==> config.mk <==
export PLATFORM = sky130hd
export DESIGN_NAME = mdp_storeset
export DESIGN_NICKNAME = d
export VERILOG_FILES = /design/src/rtl/mdp_pkg.sv /design/src/rtl/mdp_set_table.sv /design/src/rtl/mdp_last_table.sv /design/src/rtl/mdp_inflight.sv /design/src/rtl/mdp_storeset.sv
export SDC_FILE = /design/constraint.sdc
export NUM_CORES = 2
export LEC_CHECK = 0
export CELL_PAD_IN_SITES_DETAIL_PLACEMENT = 1
export CELL_PAD_IN_SITES_GLOBAL_PLACEMENT = 1
export CORE_UTILIZATION = 35
export DETAILED_ROUTE_END_ITERATION = 8
export PLACE_DENSITY_LB_ADDON = 0.1
export SLEW_MARGIN = 20
export SYNTH_ARGS = -nofsm -noshare
export SYNTH_HDL_FRONTEND = slang
export SYNTH_SLANG_ARGS = --single-unit
==> constraint.sdc <==
create_clock -name clk -period 14.2 [get_ports clk]
set_input_delay 2.84 -clock clk [delete_from_list [all_inputs] [get_ports clk]]
set_output_delay 2.84 -clock clk [all_outputs]
set_load 0.03 [all_outputs]
==> src/rtl/mdp_pkg.sv <==
package mdp_pkg;

   typedef enum logic [2:0] {
      OP_IDLE,
      OP_CLEAR,
      OP_SQUASH,
      OP_TRAIN,
      OP_ISSUE,
      OP_FILL
   } op_e;

   // fold used to mint a fresh set number from a store address
   function automatic logic [63:0] fold_pc(input logic [63:0] pc);
      return pc ^ (pc >> 10);
   endfunction

endpackage

==> src/rtl/mdp_set_table.sv <==
module mdp_set_table #(
   parameter int IDX_W = 6,
   parameter int SET_W = 4,
   parameter int N_RD  = 3
) (
   input  logic                               clk,
   input  logic                               rst_n,
   input  logic                               clr,
   input  logic                               train,
   input  logic [IDX_W-1:0]                   st_idx,
   input  logic [IDX_W-1:0]                   ld_idx,
   input  logic [SET_W-1:0]                   fresh_set,
   input  logic [N_RD-1:0][IDX_W-1:0]         rd_idx,
   output logic [N_RD-1:0]                    rd_vld,
   output logic [N_RD-1:0][SET_W-1:0]         rd_set,
   output logic [(1<<IDX_W)-1:0]              tab_vld,
   output logic [(1<<IDX_W)-1:0][SET_W-1:0]   tab_set
);
   localparam int DEPTH = 1 << IDX_W;

   logic [DEPTH-1:0]            vld_q;
   logic [DEPTH-1:0][SET_W-1:0] set_q;
   logic                        st_v, ld_v;
   logic [SET_W-1:0]            st_s, ld_s, merged;

   assign st_v = vld_q[st_idx];
   assign ld_v = vld_q[ld_idx];
   assign st_s = set_q[st_idx];
   assign ld_s = set_q[ld_idx];

   always_comb begin
      unique case ({st_v, ld_v})
         2'b00:   merged = fresh_set;
         2'b10:   merged = st_s;
         2'b01:   merged = ld_s;
         default: merged = (st_s < ld_s) ? st_s : ld_s;
      endcase
   end

   always_ff @(posedge clk or negedge rst_n) begin
      if (!rst_n) begin
         vld_q <= '0;
      end else if (clr) begin
         vld_q <= '0;
      end else if (train) begin
         vld_q[st_idx] <= 1'b1;
         vld_q[ld_idx] <= 1'b1;
      end
   end

   always_ff @(posedge clk) begin
      if (train) begin
         set_q[st_idx] <= merged;
         set_q[ld_idx] <= merged;
      end
   end

   for (genvar p = 0; p < N_RD; p++) begin : g_rd
      assign rd_vld[p] = vld_q[rd_idx[p]];
      assign rd_set[p] = set_q[rd_idx[p]];
   end

   assign tab_vld = vld_q;
   assign tab_set = set_q;

endmodule

==> src/rtl/mdp_last_table.sv <==
module mdp_last_table #(
   parameter int SET_W = 4,
   parameter int SEQ_W = 16,
   parameter int KILLS = 8
) (
   input  logic                              clk,
   input  logic                              rst_n,
   input  logic                              clr,
   input  logic                              wr,
   input  logic [SET_W-1:0]                  wr_set,
   input  logic [SEQ_W-1:0]                  wr_seq,
   input  logic                              inv,
   input  logic [SET_W-1:0]                  inv_set,
   input  logic [SEQ_W-1:0]                  inv_seq,
   input  logic [KILLS-1:0]                  kill_vld,
   input  logic [KILLS-1:0][SET_W-1:0]       kill_set,
   input  logic [KILLS-1:0][SEQ_W-1:0]       kill_seq,
   input  logic [SET_W-1:0]                  rd_set,
   output logic                              rd_vld,
   output logic [SEQ_W-1:0]                  rd_seq,
   output logic [(1<<SET_W)-1:0]             tab_vld,
   output logic [(1<<SET_W)-1:0][SEQ_W-1:0]  tab_seq
);
   localparam int DEPTH = 1 << SET_W;

   logic [DEPTH-1:0]            vld_q, drop;
   logic [DEPTH-1:0][SEQ_W-1:0] seq_q;

   always_comb begin
      for (int j = 0; j < DEPTH; j++) begin
         drop[j] = inv && (inv_set == SET_W'(j)) && (seq_q[j] == inv_seq);
         for (int k = 0; k < KILLS; k++) begin
            if (kill_vld[k] && (kill_set[k] == SET_W'(j)) && (seq_q[j] == kill_seq[k]))
               drop[j] = 1'b1;
         end
      end
   end

   always_ff @(posedge clk or negedge rst_n) begin
      if (!rst_n) begin
         vld_q <= '0;
      end else if (clr) begin
         vld_q <= '0;
      end else begin
         for (int j = 0; j < DEPTH; j++) begin
            if (wr && (wr_set == SET_W'(j))) vld_q[j] <= 1'b1;
            else if (drop[j])                vld_q[j] <= 1'b0;
         end
      end
   end

   always_ff @(posedge clk) begin
      if (wr) seq_q[wr_set] <= wr_seq;
   end

   assign rd_vld  = vld_q[rd_set];
   assign rd_seq  = seq_q[rd_set];
   assign tab_vld = vld_q;
   assign tab_seq = seq_q;

endmodule

==> src/rtl/mdp_inflight.sv <==
module mdp_inflight #(
   parameter int DEPTH = 8,
   parameter int SEQ_W = 16,
   parameter int SET_W = 4,
   parameter int TID_W = 1
) (
   input  logic                          clk,
   input  logic                          rst_n,
   input  logic                          clr,
   input  logic                          add,
   input  logic [SEQ_W-1:0]              add_seq,
   input  logic [SET_W-1:0]              add_set,
   input  logic [TID_W-1:0]              add_tid,
   input  logic                          retire,
   input  logic [SEQ_W-1:0]              retire_seq,
   input  logic                          squash,
   input  logic [TID_W-1:0]              sq_tid,
   input  logic [SEQ_W-1:0]              sq_seq,
   output logic [DEPTH-1:0]              kill_vld,
   output logic [DEPTH-1:0][SET_W-1:0]   kill_set,
   output logic [DEPTH-1:0][SEQ_W-1:0]   kill_seq
);
   localparam int SLOT_W = $clog2(DEPTH);

   logic [DEPTH-1:0]            vld_q, gone;
   logic [DEPTH-1:0][SEQ_W-1:0] seq_q;
   logic [DEPTH-1:0][SET_W-1:0] set_q;
   logic [DEPTH-1:0][TID_W-1:0] tid_q;
   logic [SLOT_W-1:0]           slot;
   logic                        found;

   for (genvar k = 0; k < DEPTH; k++) begin : g_ent
      assign kill_vld[k] = squash && vld_q[k] && (tid_q[k] == sq_tid) && (seq_q[k] > sq_seq);
      assign gone[k]     = kill_vld[k] || (retire && vld_q[k] && (seq_q[k] == retire_seq));
      assign kill_set[k] = set_q[k];
      assign kill_seq[k] = seq_q[k];
   end

   always_comb begin
      found = 1'b0;
      slot  = '0;
      for (int k = 0; k < DEPTH; k++) begin
         if (!vld_q[k] && !found) begin
            found = 1'b1;
            slot  = SLOT_W'(k);
         end
      end
   end

   always_ff @(posedge clk or negedge rst_n) begin
      if (!rst_n) begin
         vld_q <= '0;
      end else if (clr) begin
         vld_q <= '0;
      end else begin
         vld_q <= vld_q & ~gone;
         if (add && found) vld_q[slot] <= 1'b1;
      end
   end

   always_ff @(posedge clk) begin
      if (add && found) begin
         seq_q[slot] <= add_seq;
         set_q[slot] <= add_set;
         tid_q[slot] <= add_tid;
      end
   end

endmodule

==> src/rtl/mdp_storeset.sv <==
module mdp_storeset
   import mdp_pkg::*;
#(
   parameter int PC_W        = 32,
   parameter int SEQ_W       = 16,
   parameter int TID_W       = 1,
   parameter int IDX_DEPTH   = 64,
   parameter int SET_DEPTH   = 16,
   parameter int PC_SHIFT    = 2,
   parameter int TRACK_DEPTH = 8
) (
   input  logic             clk,
   input  logic             rst_n,
   input  logic             clear_i,
   input  logic             vio_valid_i,
   input  logic [PC_W-1:0]  vio_store_pc_i,
   input  logic [PC_W-1:0]  vio_load_pc_i,
   input  logic             ins_valid_i,
   input  logic [PC_W-1:0]  ins_pc_i,
   input  logic [SEQ_W-1:0] ins_seq_i,
   input  logic [TID_W-1:0] ins_tid_i,
   input  logic [PC_W-1:0]  look_pc_i,
   output logic [SEQ_W-1:0] look_seq_o,
   input  logic             iss_valid_i,
   input  logic [PC_W-1:0]  iss_pc_i,
   input  logic [SEQ_W-1:0] iss_seq_i,
   input  logic             iss_store_i,
   input  logic             sq_valid_i,
   input  logic [TID_W-1:0] sq_tid_i,
   input  logic [SEQ_W-1:0] sq_seq_i
);
   localparam int IDX_W = $clog2(IDX_DEPTH);
   localparam int SET_W = $clog2(SET_DEPTH);

   if ((1 << IDX_W) != IDX_DEPTH || IDX_W < 1) begin : g_bad_idx
      $error("IDX_DEPTH must be a power of two of at least 2");
   end
   if ((1 << SET_W) != SET_DEPTH || SET_W < 1) begin : g_bad_set
      $error("SET_DEPTH must be a power of two of at least 2");
   end
   if (PC_W > 64 || PC_W < PC_SHIFT + IDX_W) begin : g_bad_pc
      $error("PC_W must hold the index field and not exceed 64");
   end
   if (TRACK_DEPTH < 2) begin : g_bad_trk
      $error("TRACK_DEPTH must be at least 2");
   end

   op_e op;
   always_comb begin
      if      (clear_i)     op = OP_CLEAR;
      else if (sq_valid_i)  op = OP_SQUASH;
      else if (vio_valid_i) op = OP_TRAIN;
      else if (iss_valid_i) op = OP_ISSUE;
      else if (ins_valid_i) op = OP_FILL;
      else                  op = OP_IDLE;
   end

   logic [IDX_W-1:0] vs_idx, vl_idx, lk_idx, ins_idx, iss_idx;
   assign vs_idx  = vio_store_pc_i[PC_SHIFT +: IDX_W];
   assign vl_idx  = vio_load_pc_i[PC_SHIFT +: IDX_W];
   assign lk_idx  = look_pc_i[PC_SHIFT +: IDX_W];
   assign ins_idx = ins_pc_i[PC_SHIFT +: IDX_W];
   assign iss_idx = iss_pc_i[PC_SHIFT +: IDX_W];

   logic [63:0]      folded;
   logic [SET_W-1:0] fresh_set;
   assign folded    = fold_pc(64'(vio_store_pc_i));
   assign fresh_set = folded[SET_W-1:0];

   logic [2:0]                        rd_vld;
   logic [2:0][SET_W-1:0]             rd_set;
   logic [IDX_DEPTH-1:0]              idt_vld;
   logic [IDX_DEPTH-1:0][SET_W-1:0]   idt_set;

   mdp_set_table #(.IDX_W(IDX_W), .SET_W(SET_W), .N_RD(3)) u_sets (
      .clk(clk), .rst_n(rst_n),
      .clr(op == OP_CLEAR), .train(op == OP_TRAIN),
      .st_idx(vs_idx), .ld_idx(vl_idx), .fresh_set(fresh_set),
      .rd_idx({iss_idx, ins_idx, lk_idx}),
      .rd_vld(rd_vld), .rd_set(rd_set),
      .tab_vld(idt_vld), .tab_set(idt_set)
   );

   logic             lk_idv, ins_idv, iss_idv;
   logic [SET_W-1:0] lk_set, ins_set, iss_set;
   assign lk_idv  = rd_vld[0];
   assign lk_set  = rd_set[0];
   assign ins_idv = rd_vld[1];
   assign ins_set = rd_set[1];
   assign iss_idv = rd_vld[2];
   assign iss_set = rd_set[2];

   logic [TRACK_DEPTH-1:0]            kill_vld;
   logic [TRACK_DEPTH-1:0][SET_W-1:0] kill_set;
   logic [TRACK_DEPTH-1:0][SEQ_W-1:0] kill_seq;

   mdp_inflight #(.DEPTH(TRACK_DEPTH), .SEQ_W(SEQ_W), .SET_W(SET_W), .TID_W(TID_W)) u_track (
      .clk(clk), .rst_n(rst_n), .clr(op == OP_CLEAR),
      .add(op == OP_FILL && ins_idv), .add_seq(ins_seq_i), .add_set(ins_set), .add_tid(ins_tid_i),
      .retire(op == OP_ISSUE && iss_store_i), .retire_seq(iss_seq_i),
      .squash(op == OP_SQUASH), .sq_tid(sq_tid_i), .sq_seq(sq_seq_i),
      .kill_vld(kill_vld), .kill_set(kill_set), .kill_seq(kill_seq)
   );

   logic                              lk_lvld;
   logic [SEQ_W-1:0]                  lk_seq;
   logic [SET_DEPTH-1:0]              lst_vld;
   logic [SET_DEPTH-1:0][SEQ_W-1:0]   lst_seq;

   mdp_last_table #(.SET_W(SET_W), .SEQ_W(SEQ_W), .KILLS(TRACK_DEPTH)) u_last (
      .clk(clk), .rst_n(rst_n), .clr(op == OP_CLEAR),
      .wr(op == OP_FILL && ins_idv), .wr_set(ins_set), .wr_seq(ins_seq_i),
      .inv(op == OP_ISSUE && iss_store_i && iss_idv), .inv_set(iss_set), .inv_seq(iss_seq_i),
      .kill_vld(kill_vld), .kill_set(kill_set), .kill_seq(kill_seq),
      .rd_set(lk_set), .rd_vld(lk_lvld), .rd_seq(lk_seq),
      .tab_vld(lst_vld), .tab_seq(lst_seq)
   );

   assign look_seq_o = (lk_idv && lk_lvld) ? lk_seq : '0;

endmodule

-- Yosys cells after proc, flatten, opt, wreduce, memory -nomap -nowiden
Index checks and enable logic that the tools add are counted.
- input bits: 218
- register bits after elaboration: 768
- memories: 0
- RAM bits: 0
- latch bits: 0
- bits in read-only memories: 0
- bitwise logic cells: 6
- eq/ne operators: 317
- shift operators: 0
- div/mod/pow operators: 0
- multipliers: 0
- reductions and logical operators: 409
- mux-type cells: 234
- $add $sub $neg: 0
- magnitude comparators: 21
- operators with widths (cell ; count):
    16-bit equality test ; 152
    256-bit bitwise mux ; 3
    1-bit logical AND ; 360
    4-bit equality test, second input constant ; 80
    1-bit two-way mux ; 178
    4-bit by 3-bit equality test with 1-bit output, second input constant ; 40
    128-bit bitwise mux ; 1
    16-bit > comparator ; 8
    64-bit two-way mux ; 2
    64-bit OR ; 2
    4-bit binary-select mux with 6-bit select ; 5
    4-bit by 2-bit equality test with 1-bit output, second input constant ; 20
    16-bit two-way mux ; 5
    16-bit binary-select mux with 4-bit select ; 1
    16-bit demux with 4-bit select ; 1
    16-bit demux with 3-bit select ; 1
    4-bit demux with 6-bit select ; 2
    3-bit nonzero test ; 16
    4-bit by 1-bit equality test with 1-bit output, second input constant ; 10
    4-bit logical NOT ; 10
    4-bit two-way mux ; 9
    6-bit by 7-bit < comparator with 1-bit output, second input constant ; 5
    3-bit two-way mux ; 11
    32-bit bitwise mux ; 1
    other kinds (28) ; 64

-- Depth between registers and ports, before layout
- depth in word-level cells: 28
- depth in mapped cells: 18

-- Cells and area by module
A second synthesis with hierarchy kept.
- cell total of the unflattened synthesis: 7150
- area, all modules: 75706.4 um2
- by module, submodules not included (module ; cells each ; area an instance (um2) ; sequential area each (um2) ; instances):
    mdp_last_table ; 4288 ; 40082.2 ; 8087.8 ; 1
    mdp_set_table ; 2042 ; 25385.6 ; 9288.9 ; 1
    mdp_inflight ; 788 ; 10037.1 ; 5245.0 ; 1
    mdp_storeset ; 32 ; 201.4 ; 0.0 ; 1

-- Least setup slack after synthesis
Ideal clock, no wire load.
- kind: input to output
- from: input look_pc_i[3]
- to: output look_seq_o[0]
- data required time: 11.360 ns
- stages on the path: 11
- arrival time: 6.185 ns
- slack: 5.175 ns
- path through: buf_2 buf_4 buf_2 buf_1 mux4_2 a22oi_1 a21oi_1 nor4_4 inv_2 o32a_1 a211oi_1
- cells in the longest elaborated chain, start to end: 6
- RTL lines (what ; RTL line ; text):
    from (decl) ; mdp_storeset.sv:22 ; input logic [PC_W-1:0] look_pc_i,
    4-bit binary-select mux with 6-bit select ; mdp_set_table.sv:60 ; assign rd_set[p] = set_q[rd_idx[p]];
    4-bit two-way mux (implied by the code) ; mdp_set_table.sv:60 ;
    1-bit binary-select mux with 4-bit select ; mdp_last_table.sv:56 ; assign rd_vld = vld_q[rd_set];
    1-bit two-way mux (implied by the code) ; mdp_last_table.sv:56 ;
    1-bit logical AND ; mdp_storeset.sv:119 ; assign look_seq_o = (lk_idv && lk_lvld) ? lk_seq : '0;
    16-bit two-way mux (*) ; mdp_storeset.sv:119 ;
    to (decl) ; mdp_storeset.sv:23 ; output logic [SEQ_W-1:0] look_seq_o,
Mark *: on every way between the ends. The rest lies on a longest branch, timed or not. The select of a mux whose other input is x is not followed.

-- Worst setup path in the final report
- from: input look_pc_i[4]
- to: output look_seq_o[6]
The elaborated chain is that of the path after synthesis.

==> flow_metrics.env <==
export IMPL_num_rows=168
export IMPL_die_h_um=463
export IMPL_cts_hold_buf=0
export IMPL_grt_max_degree=75
export IMPL_setup_slack_ps=1800
export IMPL_drt_iter0_markers=12134
export IMPL_cts_resized=0
export IMPL_yosysWarnings=0
export IMPL_setup_viol=0
export IMPL_cp_required_ps=11360
export IMPL_cts_sinks=768
export IMPL_path_class="input port to primary output"
export IMPL_syn_inst=7500
export IMPL_outcome="complete, no violations"
export IMPL_vias=75162
export IMPL_place_inst=10126
export IMPL_synth_common_cells="xor2_1 (1253), xnor2_1 (1191), edfxtp_1 (680), clkbuf_1 (607), nor2_1 (460)"
export IMPL_grt_pass1_vias=71617
export IMPL_synth_area_sq_um=74300
export IMPL_use_met2=0.700
export IMPL_fin_tns_setup_ps=0
export IMPL_portBuffers=109
export IMPL_grt_antenna_before_repair=54
export IMPL_rsz0062_at_grt="false"
export IMPL_ys_top_cells_by_area="edfxtp_1 (27%), xor2_1 (15%), xnor2_1 (14%)"
export IMPL_drive_gt1_frac=0.152
export IMPL_wire_per_inst_um=52.0
export IMPL_synth_avg_cell_area_sq_um=9.91
export IMPL_period_share=0.873
export IMPL_ioPinCount=234
export IMPL_p_per_area_nw_per_um2=73.9
export IMPL_fp_coreArea_sq_um=210000
export IMPL_worst_setup_path_end_kind="primary output"
export IMPL_p_leak_nw=28.3
export IMPL_ys_seq_elements=768
export IMPL_p_total_mw=6.14
export IMPL_dpl_hpwl_um=354000
export IMPL_tightest_slew_ps=1270
export IMPL_root_buffer="clkbuf_16"
export IMPL_peakVddDrop_uv=105
export IMPL_start_util=0.354
export IMPL_drt_pass1_iter_count=5
export IMPL_nets=7771
export IMPL_hold_viol=0
export IMPL_numCtsBuffers=95
export IMPL_die_area_sq_um=214000
export IMPL_grt_usage=0.491
export IMPL_yosysTopAreaCell="edfxtp_1"
export IMPL_min_path_type="flop to flop"
export IMPL_fillCellCount=23297
export IMPL_wirelength_um=539000
export IMPL_ys_seq_area_frac=0.304
export IMPL_fmax_mhz=80.6
export IMPL_use_met1=0.559
export IMPL_cp_arrival_ps=9560
export IMPL_pre_cts_slack_ps=2550
export IMPL_grt_util_met3=0.184
export IMPL_routabilityCongestion=1.13
export IMPL_clkTransAtPathRegs_ps=60
export IMPL_top_usage_layer="met2"
export IMPL_drc=0
export IMPL_slew_violations=0
export IMPL_maxCapViolations=0
export IMPL_final_min_clock_period_ps=12400
export IMPL_die_x_um=463
export IMPL_critPathMaxFanout=20
export IMPL_via_per_inst=7.25
export IMPL_h_tree_depth=3
export IMPL_cp_start_kind="input port"
export IMPL_synthToLayoutAreaGrowth_pct=11.8
export IMPL_synth_flop_cell="edfxtp_1"
export IMPL_cts_tree="yes"
export IMPL_ant_nets=0
export IMPL_synth_top_area_share=0.275
export IMPL_synth_cell_types=94
export IMPL_clock_path_buffers=3
export IMPL_cts_setup_buffers=0
export IMPL_clock_skew_ps=71.8
export IMPL_worstSkewPairLatency_ps=850
export IMPL_async_reset_ff_frac=0.115
export IMPL_yosysMostFrequentCell="xor2_1"
export IMPL_final_cells=10363
export IMPL_overflow=0
export IMPL_syn_nets=7850
export IMPL_max_slew_margin=0.150
export IMPL_synth_edff_count=680
export IMPL_grt_pass1_wl_um=703000
-- registers in the layout, indices dropped and copies added, names as in the netlist --
| name | cells |
|---|---|
| u_track.kill_seq | 128 |
| u_sets.tab_set | 256 |
| u_track.vld_q | 8 |
| u_last.tab_vld | 16 |
| u_sets.tab_vld | 64 |
| u_track.tid_q | 8 |
| u_last.tab_seq | 256 |
| u_track.kill_set | 32 |
-- per-stage QoR --
step / hold WS, ps / instance area (sq um) / util
after floorplan: 510 / 74300 / -
after global placement: 559 / 79600 / 0.379
after detailed placement: 560 / 79600 / 0.379
after CTS: 574 / 82900 / 0.394
after global routing: 608 / 83000 / 0.395
final: 576 / 83100 / 0.395
-- routing by layer --
metal / up-vias / wire length, um
li1: 27189 / -
met1: 38224 / 186000
met2: 7104 / 222000
met3: 2629 / 66700
met4: 16 / 64300
met5: - / 113
-- cells in the final DEF (no fill, tap or decap), drive strengths merged, types with 21 or more instances in the layout --
master,synthesis,layout
a32oi,30,30
diode,0,56
nor3,141,141
xor2,1253,1253
clkdlybuf4s50,0,60
xnor2,1191,1191
a211oi,39,39
buf,223,594
nor2,460,460
a21o,88,88
edfxtp,680,680
nand3,160,160
nor2b,41,41
inv,60,69
o2111ai,22,22
nand2,255,255
a21oi,50,50
o21ai,41,41
clkbuf,607,120
o22ai,115,115
and3,21,21
nor4,367,367
mux4,310,310
nand2b,40,40
a22oi,167,167
dfrtp,88,88
nand4,417,417
mux2,32,32
or4,23,23
ha,132,132
mux2i,105,105
clkinv,3,35
-- power by group --
part / leakage, nW / total, mW / internal [mW] / switching (mW)
Clock: 1.58 / 2.68 / 1.49 / 1.19
Combinational: 19.3 / 0.994 / 0.277 / 0.718
Sequential: 7.41 / 2.46 / 2.46 / 0.00586
-- worst max-delay path: stages --
cell             delay, ps
buf_2                  550
buf_4                  450
mux2_1                 210
nor3b_1                 50
nor4_1                1070
o311ai_4               380
nor2_2                 190
buf_4                  310
nor2_1                 200
buf_4                  260
a32oi_1                940
nand4_1                490
a211oi_2               730
clkdlybuf4s50_1        800
-- cell families after synthesis --
group / count (synthesis) / synth area share
adders and majority gates: 132 / 0.0222
buffers and inverters: 893 / 0.0484
and+or+nand+nor: 2043 / 0.146
AOI/OAI and AO/OA: 773 / 0.0779
DFF: 768 / 0.304
xor gates and xnor gates: 2444 / 0.288
muxes: 447 / 0.113
-- layout make-up --
cell class              instances  area, sq um  area share
flip-flops and latches        768        22600       0.272
multi-input cells            5839        48300       0.581
clock inverters                58          716     0.00861
inverters                      63          236     0.00285
diodes                         56          140     0.00169
well taps                    2805         3510      0.0422
clock buffers                 120         2550      0.0307
repair buffers                654         5000      0.0601
-- worst paths after layout --
check,slack [ps],startpoint,end,depth (start not counted)
max,1800,look_pc_i[4],look_seq_o[6],14
min,580,u_sets.tab_vld[17],u_sets.tab_vld[17],1
max in group asynchronous,10540,rst_n,u_sets.tab_vld[41],2
max reg2reg,9140,u_sets.tab_set[169],u_last.tab_seq[7],6
min in group asynchronous,2110,rst_n,u_sets.tab_vld[7],1
min reg2reg,580,u_sets.tab_vld[17],u_sets.tab_vld[17],1
No activity file was read; power rests on OpenSTA's default activity.
